<file path="src/rtl/boot_src_sel.sv">
module boot_src_sel #(
  parameter int TO_W = 16
) (
  input  logic            clk,
  input  logic            cold_rst_n,
  input  logic            warm_rst_n,
  input  logic [2:0]      sel_pins,
  input  logic            fuse_fpga_boot,
  input  logic [1:0]      fuse_clk_sel,
  input  logic            fpga_user_mode,
  input  logic            fab_ready,
  input  logic            fab_fail,
  input  logic            ram_req_we,
  input  logic            ram_req_wd,
  input  logic [TO_W-1:0] hs_timeout_cyc,
  output logic [15:0]     boot_info,
  output logic [2:0]      boot_src,
  output logic            clk_from_fabric,
  output logic [1:0]      clk_sel_eff,
  output logic [2:0]      flash_en
);
  localparam logic [2:0] SRC_NONE = 3'd0, SRC_FPGA = 3'd1, SRC_NAND = 3'd2,
                         SRC_SD = 3'd3, SRC_QSPI = 3'd4, SRC_RAM = 3'd5;

  typedef enum logic [2:0] {ST_IDLE, ST_WAIT_UM, ST_WAIT_HS, ST_OK, ST_FAIL, ST_TMO} hs_st_t;

  logic            captured, fz_fpga, ram_req, ram_active;
  logic [2:0]      raw_sel;
  logic [1:0]      fz_clk;
  logic [2:0]      latched_src;
  logic [2:0]      sync1, sync2;
  logic [TO_W-1:0] cnt;
  hs_st_t          st;
  logic            run_rst_n, sel_err;

  always_ff @(posedge clk or negedge cold_rst_n) begin
    if (!cold_rst_n) begin
      captured <= 1'b0;
      raw_sel  <= '0;
      fz_fpga  <= 1'b0;
      fz_clk   <= '0;
      ram_req  <= 1'b0;
      ram_active <= 1'b0;
    end else begin
      if (!captured) begin
        captured <= 1'b1;
        raw_sel  <= sel_pins;
        fz_fpga  <= fuse_fpga_boot;
        fz_clk   <= fuse_clk_sel;
      end
      if (ram_req_we) ram_req <= ram_req_wd;
      if (!warm_rst_n) ram_active <= ram_req;
    end
  end

  always_comb begin
    if (!captured)    latched_src = SRC_NONE;
    else if (fz_fpga) latched_src = SRC_FPGA;
    else begin
      case (raw_sel)
        3'd1:       latched_src = SRC_FPGA;
        3'd2, 3'd3: latched_src = SRC_NAND;
        3'd4, 3'd5: latched_src = SRC_SD;
        3'd6, 3'd7: latched_src = SRC_QSPI;
        default:    latched_src = SRC_NONE;
      endcase
    end
  end

  assign boot_src        = ram_active ? SRC_RAM : latched_src;
  assign clk_from_fabric = (latched_src == SRC_FPGA);
  assign clk_sel_eff     = clk_from_fabric ? 2'b00 : fz_clk;
  assign sel_err         = captured && !fz_fpga && (raw_sel == 3'd0);
  assign flash_en        = {boot_src == SRC_QSPI, boot_src == SRC_SD, boot_src == SRC_NAND};
  assign run_rst_n       = cold_rst_n & warm_rst_n;

  always_ff @(posedge clk or negedge run_rst_n) begin
    if (!run_rst_n) begin
      sync1 <= '0;
      sync2 <= '0;
    end else begin
      sync1 <= {fab_fail, fab_ready, fpga_user_mode};
      sync2 <= sync1;
    end
  end

  always_ff @(posedge clk or negedge run_rst_n) begin
    if (!run_rst_n) begin
      st  <= ST_IDLE;
      cnt <= '0;
    end else begin
      case (st)
        ST_IDLE:    if (boot_src == SRC_FPGA) st <= ST_WAIT_UM;
        ST_WAIT_UM: if (sync2[0]) begin
                      st  <= ST_WAIT_HS;
                      cnt <= '0;
                    end
        ST_WAIT_HS: begin
          if (sync2[2])                       st <= ST_FAIL;
          else if (sync2[1])                  st <= ST_OK;
          else if (cnt == hs_timeout_cyc - 1'b1) st <= ST_TMO;
          else                                cnt <= cnt + 1'b1;
        end
        default: ;
      endcase
    end
  end

  assign boot_info = {1'b0, ram_active, clk_from_fabric, sel_err,
                      st == ST_TMO, st == ST_FAIL, st == ST_OK,
                      boot_src, fz_clk, fz_fpga, raw_sel};
endmodule


</file>
<file path="config.mk">
export PLATFORM = sky130hd
export DESIGN_NAME = boot_src_sel
export DESIGN_NICKNAME = d
export VERILOG_FILES = /design/src/rtl/boot_src_sel.sv
export SDC_FILE = /design/constraint.sdc
export NUM_CORES = 1
export LEC_CHECK = 0
export ABC_AREA = 1
export ABC_CLOCK_PERIOD_IN_PS = 1900
export CORE_MARGIN = 10
export CORE_UTILIZATION = 30
export CTS_CLUSTER_SIZE = 14
export DETAILED_ROUTE_END_ITERATION = 12
export GPL_TIMING_DRIVEN = 1
export SETUP_SLACK_MARGIN = 0.05
export SYNTH_ARGS = -nofsm -noshare
export SYNTH_HDL_FRONTEND = slang
export SYNTH_SLANG_ARGS = --single-unit
</file>
<file path="constraint.sdc">
create_clock -name clk -period 1.9 [get_ports clk]
set_clock_uncertainty 0.15 [all_clocks]
set_input_delay 0.475 -clock clk [delete_from_list [all_inputs] [get_ports clk]]
set_output_delay 0.475 -clock clk [all_outputs]
set_load 0.03 [all_outputs]
</file>
Word level (Yosys, flattened, before mapping)
Index checks and enable logic that the tools add are counted.
{"block": "op_classes", "add_sub_neg": 2, "n_eq_ne": 24, "muxes": 16, "bitwise_logic": 1, "reduce_logical": 12}
{"operator": "$mux W16", "count": 4}
{"operator": "$pmux W16 S2", "count": 1}
{"operator": "$mux W3", "count": 8}
{"operator": "$eq A3 B3 Y1 const B", "count": 7}
{"operator": "$eq A3 B2 Y1 const B", "count": 6}
{"operator": "$add A16 B1 Y16 const B", "count": 1}
{"operator": "$eq A16 B16 Y1", "count": 1}
{"operator": "$sub A16 B1 Y16 const B", "count": 1}
{"operator": "$eq A3 B1 Y1 const B", "count": 4}
{"operator": "$pmux W3 S4", "count": 1}
{"operator": "$ne A2 B2 Y1 const B", "count": 5}
{"operator": "$pmux W3 S3", "count": 1}
{"operator": "$logic_not A3 Y1", "count": 2}
{"operator": "$reduce_or A2 Y1", "count": 3}
{"operator": "$reduce_and A5 Y1", "count": 1}
{"operator": "$ne A4 B4 Y1 const B", "count": 1}
{"operator": "$reduce_and A4 Y1", "count": 1}
{"operator": "$reduce_bool A3 Y1", "count": 1}
{"operator": "$logic_and A1 B1 Y1", "count": 2}
{"operator": "$mux W2", "count": 1}
{"operator": "$reduce_bool A2 Y1", "count": 1}
{"operator": "$and A1 B1 Y1", "count": 1}
{"operator": "$logic_not A1 Y1", "count": 1}
{"block": "word_totals", "reg_bits": 34}

Depth between registers and ports, before layout
Gate-level depths: netlist of the first run.
{"block": "depth", "word_depth": 9, "mapped_depth": 18, "mapped_depth_nobuf": 17}

Worst setup path after synthesis of the first run
No wires, ideal clock.
{"block": "synth_timing", "path_type": "register -> output", "startpoint": "reg raw_sel[1]", "endpoint": "out flash_en[1]", "arrival_time_ns": 2.147, "path_slack_ns": -0.872, "stages_incl_launch_ff": 6, "path_buffers": 0, "path_cell_list": "dfrtp_1 > inv_1 > ha_1 > nor2_1 > inv_1 > nor4_1"}
{"block": "synth_between", "elab_chain_cells": 7, "word_cells_on_any_way": 15, "cone_classes": "8 x eq/ne; 4 x mux; 3 x reduce/logical"}
{"element": "start: declaration", "line": "28", "rtl": "logic [2:0] raw_sel;"}
{"element": "start signal: assignment", "line": "47", "rtl": "raw_sel <= sel_pins;"}
{"element": "$eq A3 B3 Y1 / $eq A3 B2 Y1 (equally long branches)", "line": "60", "rtl": "case (raw_sel)"}
{"element": "$reduce_or A2 Y1", "line": "60"}
{"element": "$pmux W3 S4 *", "line": "60"}
{"element": "$mux W3 *", "line": "58", "rtl": "else if (fz_fpga) latched_src = SRC_FPGA;"}
{"element": "$mux W3 *", "line": "57", "rtl": "if (!captured) latched_src = SRC_NONE;"}
{"element": "$mux W3 *", "line": "70", "rtl": "assign boot_src = ram_active ? SRC_RAM : latched_src;"}
{"element": "$eq A3 B2 Y1 *", "line": "74", "rtl": "assign flash_en = {boot_src == SRC_QSPI, boot_src == SRC_SD, boot_src == SRC_NAND};"}
{"element": "end: declaration", "line": "20", "rtl": "output logic [2:0] flash_en"}
Mark *: on every way between the ends. The rest lies on a longest branch, timed or not.

Worst setup path in the final report of the first run
{"block": "layout_timing", "startpoint": "reg raw_sel[2]", "endpoint": "out flash_en[2]"}
{"block": "layout_between", "elab_chain_cells": 7, "word_cells_on_any_way": 15, "cone_classes": "8 x eq/ne; 4 x mux; 3 x reduce/logical"}
{"element": "$eq A3 B3 Y1 / $eq A3 B2 Y1 (equally long branches)", "line": "60"}
{"element": "$reduce_or A2 Y1", "line": "60"}
{"element": "$pmux W3 S4 *", "line": "60"}
{"element": "$mux W3 *", "line": "58"}
{"element": "$mux W3 *", "line": "57"}
{"element": "$mux W3 *", "line": "70"}
{"element": "$eq A3 B3 Y1 *", "line": "74"}
Marks and branches as above.

==> results of run 1 <==
[timing repair]
action,in CTS,in global routing
hold buffers,0,0
setup buffers,17,3
gates cloned,3,0
gates resized for setup,141,51
endpoints found under the setup margin,42,39
endpoints found under the hold margin,0,0
pin swaps,42,28
[metal layers]
layer	vias to the layer above	wire length, µm	track usage
met5	-	0	0
met4	0	78	0.0267
met3	7	315	0.0215
met2	55	4480	0.234
met1	1374	3370	0.150
li1	1497	-	-
[critical path: cells and delay by family, from the launching register on]
kind	cells	cell delay, ns
simple gates	3	0.32
fa+ha+maj	1	0.17
compound gates	1	0.11
buf+inv	4	0.44
flops	1	0.44
[sequential cells by signal (all words and copies together) (netlist names)]
name	flops
cnt	16
st	3
raw_sel	3
sync1	3
captured	1
ram_req	1
fz_clk	2
sync2	3
fz_fpga	1
ram_active	1
[metrics by stage]
step | setup WS, ns | utilization
2_1_floorplan | -0.291 | -
3_3_place_gp | -1.04 | 0.433
3_5_place_dp | -1.06 | 0.433
4_1_cts | -0.566 | 0.491
5_1_grt | -0.590 | 0.502
6_report | -0.515 | 0.502
[where the power goes]
| part | switching, W | internal [W] |
|---|---|---|
| clock | 0.000289 | 0.000526 |
| sequential | 0.0000217 | 0.000747 |
| combinational | 0.000316 | 0.000277 |
| total | 0.000626 | 0.00155 |
[synthesized netlist by cell type, types with 4 or more instances]
cell type | number | area [µm²]
ha_1 | 4 | 50.1
buf_4 | 9 | 67.6
nor3_1 | 12 | 60.1
nor2_1 | 47 | 176
nand2_2 | 13 | 81.3
inv_1 | 45 | 169
dfrtp_1 | 34 | 851
o21ai_0 | 7 | 35.0
nor2_2 | 8 | 50.1
a21oi_1 | 4 | 20.0
nand2_1 | 119 | 447
xor2_1 | 18 | 158
nor4_1 | 6 | 37.5
nand3_1 | 36 | 180
[path summary, 6_finish.rpt]
path | end | slack (ns) | cells after the start
max reg2reg | st[1] | -0.21 | 13
max in group asynchronous | cnt[10] | 0.81 | 4
min reg2reg | sync2[2] | 0.21 | 0
min in group asynchronous | ram_active | 0.36 | 2
min | sync2[2] | 0.21 | 0
max | flash_en[2] | -0.52 | 9
[area by class of cell]
cell class | count | area share
Tap cell | 108 | 0.0309
Inverter | 48 | 0.0474
Timing Repair Buffer | 131 | 0.251
Multi-Input combinational cell | 306 | 0.444
Clock buffer | 5 | 0.0157
Clock inverter | 3 | 0.0157
Sequential cell | 34 | 0.196
[cell families after synthesis]
kind of cell             share of synthesized area
AND/OR/NAND/NOR                              0.454
buffers and inverters                        0.108
flip-flops                                   0.317
XOR/XNOR                                    0.0684
AO/OA/AOI/OAI                               0.0321
adder cells (fa/ha/maj)                     0.0186
other                                      0.00279
==> flow_summary.ini, run 1 <==
[global_route]
grt_max_degree = 26
overflow = 0
antenna_found_initial = 0
grt_pass1_wl_um = 13900
grt_usage = 0.128
grt_pass1_vias = 3008

[synth]
synth_area_mm2 = 0.00269
yosysSeqAreaShare = 0.317
ys_types = 37
yosysWarnings = 0
synthFlopType = dfrtp_1
synthesis.nets = 434
synth_edf_count = 0
netlist_instances = 400
post_synth.cell_area_avg_um2 = 6.72
synth_seq_cells = 34
postSynth.asyncResetShare = 1.00

[setup_path]
cp_slowest_stage_delay_ns = 0.44
timing.rr.start = raw_sel[1]
path_class = flop to output pin
critPathMaxFanout = 4
crit_path_start_kind = flop
crit_slowest_cell = dfrtp_2
end_kind = output pin
path_common_cell = buf_6
critPathRequiredTime_ns = 1.27
cp.arrival_ns = 1.79
crit_chain = ha_4 > nor2_4 > nand2_2 > buf_6 > a21oi_4 > inv_2 > buf_6 > nor3_4 > buf_6
crit_start = raw_sel[2]

[floorplanning]
die_w_um = 115
die_area_mm2 = 0.0131
num_io_pins = 55
core_area_mm2 = 0.00872
die_h_um = 115
rows = 34
initial_core_util = 0.308

[sta]
rsz0062_at_grt = true
fin_hold_ws_ns = 0.205
layout_setup_ws_ns = -0.515
timing.final.crit_period_ns = 2.42
finalSetupViolCount = 33
fin_crit_sh = 1.27
slew_viol_final = 0
hold_viol = 0
tns_ns = -6.85
max_freq_mhz = 414

[detailed_routing]
first_pass_iters = 4
vias = 2933
routedWlPerCell_um = 13.0
vias_per_cell = 4.62
final_antenna_net_count = 0
wl_um = 8250
drc = 0
drt-initial-drc-count = 111

[cts]
cts-htree-levels = 2
max-clock-path-buffers = 2
clock-root-buffer = clkbuf_8
clk_latency_ns = 0.29
clk_pin_slew_ns = 0.08
cts_buffers = 5
cts.sinks = 34
cts_tree = built

[power]
p_per_area_mw_per_mm2 = 497
cellLeakagePower_nw = 2.07
power.total_w = 0.00218
ir_drop_mv = 0.346

[cells_and_area]
post_route_cells_drive_above_1_share = 0.429
fillers = 814
final_cell_mix = 99 x nand2_1, 77 x buf_4, 37 x nor2_1
layout.area.seq_um2 = 857
multi_input_area_mm2 = 0.00194
n_antenna_cell = 0
nets = 560
stdcell_count = 635
final_area_mm2 = 0.00438
layout_commonest_cell = nand2_1
syn_to_final_growth_pct = 62.9

[placement]
dp.cells = 604
hpwlAfterDp_um = 6000
dpl-instance-area_mm2 = 0.00377
port_buffers = 53
gp_congestion = 0.847

[hold_path]
hold_start = sync1[2]
hold_path.class = flop to flop

[run_status]
outcome = complete, but fails checks
violations = setup timing

[flow_run]
maxCapViolations = 0
Power figures use the tool's default switching activity.
==> run 2: changes to the inputs <==
Settings changed: CORE_ASPECT_RATIO set to 0.7, CTS_BUF_LIST set to sky130_fd_sc_hd__clkbuf_8, RECOVER_POWER set to 100.
==> flow_summary.ini, run 2 (synthesis results as in run 1) <==
[cells_and_area]
fillers = 836
top_register = cnt
post_route_cells_drive_above_1_share = 0.416
stdcell_count = 644
n_antenna_cell = 0
final_cell_mix = 101 x nand2_1, 68 x buf_4, 35 x nor2_1
nets = 557
largest_reg_flops = 16
layout.area.seq_um2 = 857
syn_to_final_growth_pct = 59.5
multi_input_area_mm2 = 0.00193
layout_commonest_cell = nand2_1

[setup_path]
timing.rr.start = st[1]
crit_path_start_kind = flop
path_delay_family = buffers and inverters
r2r_end = cnt[10]
end_kind = output pin
cp_slowest_stage_delay_ns = 0.45
path_class = flop to output pin
reg2reg_depth = 8
rrSetupSlack_ns = -0.12
cp.arrival_ns = 1.78
critPathRequiredTime_ns = 1.27
path_common_cell = buf_6
critPathMaxFanout = 4
crit_slowest_cell = dfrtp_2
crit_chain = ha_4 > nor2_4 > nand2_2 > buf_6 > a21oi_4 > inv_2 > buf_6 > nor3_4 > buf_6
crit_buf_inv = 4

[sta]
fin_hold_ws_ns = 0.209
fin_crit_sh = 1.27
rsz0062_at_grt = true
hold_viol = 0
slew_viol_final = 0
finalSetupViolCount = 33
worstMarginPinSlew_ns = 0.679
timing.final.crit_period_ns = 2.41
relSlewSlack = 0.547
tns_ns = -6.93
max_freq_mhz = 415
layout_setup_ws_ns = -0.508

[floorplanning]
rows = 28
die_w_um = 133
num_io_pins = 55
die_h_um = 99.2
initial_core_util = 0.313
core_area_mm2 = 0.00858
die_area_mm2 = 0.0132

[power]
power.total_w = 0.00192
cellLeakagePower_nw = 2.01
ir_drop_mv = 0.297
p_per_area_mw_per_mm2 = 449

[run_status]
violations = setup timing
outcome = complete, but fails checks

[cts]
clk_latency_ns = 0.30
max-clock-path-buffers = 2
cts.sinks = 34
cts-htree-levels = 2
clk_pin_slew_ns = 0.07
cts_tree = built
clock-root-buffer = clkbuf_8
cts_buffers = 5

[global_route]
grt_usage = 0.132
grt_max_degree = 26
grt_pass1_vias = 2993
grt_pass1_wl_um = 14600
antenna_found_initial = 0
overflow = 0

[detailed_routing]
wl_um = 8730
first_pass_iters = 4
routedWlPerCell_um = 13.6
final_antenna_net_count = 0
vias_per_cell = 4.55
drc = 0
vias = 2931
drt-initial-drc-count = 164

[placement]
place_ws_ns = -1.00
dp.cells = 618
port_buffers = 53
gp_congestion = 0.868
hpwlAfterDp_um = 6530

[hold_path]
hold-path-endpoint = sync2[1]
hold_start = sync1[1]
holdPathStages = 0
hold_path.class = flop to flop

[flow_run]
maxCapViolations = 0
-- run 2: cell types whose count changed in the layout (fill, tap and decap cells not counted), sizes merged --
cell / change
dlygate4sd2: +1
buf: -9
clkinvlp: +1
clkbuf: +5
clkdlybuf4s50: -6
bufinv: -2
clkdlybuf4s15: +1
dlygate4sd3: +6
-- run 2: worst max path at each step --
stage | start | to | cells past startpoint
after CTS | raw_sel[2] | flash_en[2] | 9
final | raw_sel[2] | flash_en[2] | 9
after floorplan | raw_sel[1] | clk_sel_eff[0] | 9
after detailed placement | hs_timeout_cyc[0] | cnt[2] | 17
after global routing | raw_sel[2] | flash_en[2] | 9
after global placement | hs_timeout_cyc[0] | cnt[0] | 17
-- run 2: metal layers --
| metal | wire length (µm) | GRT usage | part of all wire | up-vias |
|---|---|---|---|---|
| met5 | 0 | 0 | 0 | - |
| met4 | 61 | 0.0325 | 0.0070 | 0 |
| met3 | 367 | 0.0236 | 0.042 | 4 |
| met2 | 4030 | 0.209 | 0.46 | 61 |
| met1 | 4270 | 0.183 | 0.49 | 1374 |
| li1 | - | - | - | 1492 |
-- run 2: layout make-up --
class / instances / share of cell area
clock buffer: 6 / 0.0193
clock inverter: 2 / 0.00292
inverter: 48 / 0.0479
multi-input combinational: 306 / 0.450
sequential: 34 / 0.200
tap: 120 / 0.0350
timing repair buffer: 128 / 0.245
-- run 2: where the power goes --
part	total, W	switching [W]	internal (W)
clock	0.000585	0.000293	0.000291
sequential	0.000770	0.0000229	0.000747
combinational	0.000569	0.000310	0.000259
-- run 2: per-stage QoR --
step | instance area [µm²] | util
after floorplan | 2830 | -
after global placement | 3800 | 0.443
after detailed placement | 3800 | 0.443
after CTS | 4220 | 0.492
after global routing | 4290 | 0.499
final | 4290 | 0.499
-- run 2: repair_timing --
action                                  4_1_cts  5_1_grt
cloned                                        3        0
hold buffers                                  0        0
endpoints found under the setup margin       43       38
buffers inserted                             11        4
resized for setup                           140       44
pin swaps                                    45       15
==> run 3: changes to the inputs <==
Settings changed: SETUP_SLACK_MARGIN 0.05 to 0.2.
==> flow_summary.ini, run 3 (synthesis results as in run 1) <==
[run_status]
outcome = complete, but fails checks
violations = setup timing

[sta]
timing.final.crit_period_ns = 2.39
max_freq_mhz = 419
hold_viol = 0
finalSetupViolCount = 33
rsz0062_at_grt = true
worstMarginPinSlew_ns = 0.646
relSlewSlack = 0.570
layout_setup_ws_ns = -0.486
fin_crit_sh = 1.26
slew_viol_final = 0

[cts]
holdBufCountCts = 0
cts.sinks = 34
cts-htree-levels = 2
clock-root-buffer = clkbuf_8
max-clock-path-buffers = 2
cts_buffers = 5
cts_tree = built
clk_latency_ns = 0.29
clk_pin_slew_ns = 0.07

[floorplanning]
die_h_um = 99.2
num_io_pins = 55
core_area_mm2 = 0.00858
die_area_mm2 = 0.0132
rows = 28
initial_core_util = 0.313
die_w_um = 133

[setup_path]
critPathMaxFanout = 4
critPathRequiredTime_ns = 1.27
cp.arrival_ns = 1.76
reg2reg_depth = 14
crit_path_start_kind = flop
end_kind = output pin
cp_slowest_stage_delay_ns = 0.44
path_class = flop to output pin
crit_chain = ha_4 > nor2_4 > nand2_2 > buf_6 > a21oi_2 > inv_2 > buf_6 > nor3_4 > buf_6
path_common_cell = buf_6
crit_slowest_cell = dfrtp_2

[detailed_routing]
vias = 2893
final_antenna_net_count = 0
vias_per_cell = 4.50
wl_um = 8400
wl_met2_um = 3750
first_pass_iters = 4
drt-initial-drc-count = 153
routedWlPerCell_um = 13.1
wl_met3_um = 330
met1_length_um = 4270
drc = 0
top_layer_used = met4

[cells_and_area]
final_cell_mix = 103 x nand2_1, 65 x buf_4, 37 x nor2_1
stdcell_count = 643
n_antenna_cell = 0
syn_to_final_growth_pct = 60.1
nets = 556
layout.area.seq_um2 = 860
layout_commonest_cell = nand2_1
multi_input_area_mm2 = 0.00193
finish.utilization = 0.501
fillers = 824
largest_reg_flops = 16
post_route_cells_drive_above_1_share = 0.413
top_register = cnt

[power]
cellLeakagePower_nw = 2.04
ir_drop_mv = 0.383
p_per_area_mw_per_mm2 = 427

[global_route]
grt_pass1_wl_um = 14400
grt_max_degree = 26
grt_pass1_vias = 2956
antenna_found_initial = 0
overflow = 0
grt_usage = 0.130

[flow_run]
maxCapViolations = 0

[hold_path]
holdPathStages = 0
hold_path.class = flop to flop

[placement]
port_buffers = 53
hpwlAfterDp_um = 6430
dp.cells = 618
gp_congestion = 0.862
==> run 3: cell count changes in the layout (fill, tap and decap cells not counted), sizes merged <==
| cell | before | now |
|---|---|---|
| inv | 48 | 49 |
| clkinv | 1 | 2 |
| clkinvlp | 1 | 0 |
| buf | 97 | 101 |
| clkbuf | 15 | 11 |
| dlygate4sd2 | 7 | 3 |
| clkdlybuf4s15 | 2 | 4 |
==> run 3: report_power, final <==
group,total (W),leakage (nW),switching [W],internal [W]
logic,0.000562,1.55,0.000306,0.000256
registers,0.000771,0.432,0.0000230,0.000749
clock network,0.000505,0.0491,0.000257,0.000248
==> run 3: metal layers <==
layer  global-route usage  vias to the layer above
li1                     -                     1482
met1                0.183                     1343
met2                0.203                       64
met3               0.0231                        4
met4               0.0267                        0
met5                    0                        -
==> run 3: what timing repair did <==
item                       CTS  global route
setup buffers                8             6
pin swaps                   37             8
resized for setup          160            46
setup endpoints to repair   43            40
cloned                       3             0
==> run 3: critical path: cells and delay by family (launching register included) <==
family	cells	cell delay (ns)
and+or+nand+nor	3	0.31
buffers and inverters	4	0.43
DFF	1	0.44
AOI/OAI and AO/OA	1	0.12
adders and majority gates	1	0.17
==> run 3: final timing paths <==
path / startpoint / endpoint / slack, ns
worst max-delay path: raw_sel[2] / flash_en[2] / -0.49
worst min-delay path: sync1[0] / sync2[0] / 0.20
worst max register to register: raw_sel[1] / st[0] / -0.25
worst min register to register: sync1[0] / sync2[0] / 0.20
max in group asynchronous: warm_rst_n / st[1] / 0.38
min in group asynchronous: cold_rst_n / ram_req / 0.52
==> run 3: area by class of cell <==
type                            instances  area share
Multi-Input combinational cell        306       0.448
Sequential cell                        34       0.200
Clock inverter                          3     0.00320
Clock buffer                            5      0.0160
Timing Repair Buffer                  127       0.251
Tap cell                              120      0.0349
Inverter                               48      0.0471
==> run 3: per-stage QoR <==
| step | worst slack [ns] | hold slack (ns) | power, W | setup TNS [ns] | instance area, µm² |
|---|---|---|---|---|---|
| 2_1_floorplan | -0.291 | 0.0294 | 0.00106 | -3.61 | 2850 |
| 5_1_grt | -0.578 | 0.221 | 0.00195 | -11.53 | 4300 |
| 3_3_place_gp | -0.993 | 0.185 | 0.00129 | -20.91 | 3820 |
| 6_report | -0.486 | 0.198 | 0.00184 | -7.53 | 4300 |
| 3_5_place_dp | -1.05 | 0.185 | 0.00129 | -21.89 | 3820 |
| 4_1_cts | -0.571 | 0.200 | 0.00184 | -7.25 | 4200 |
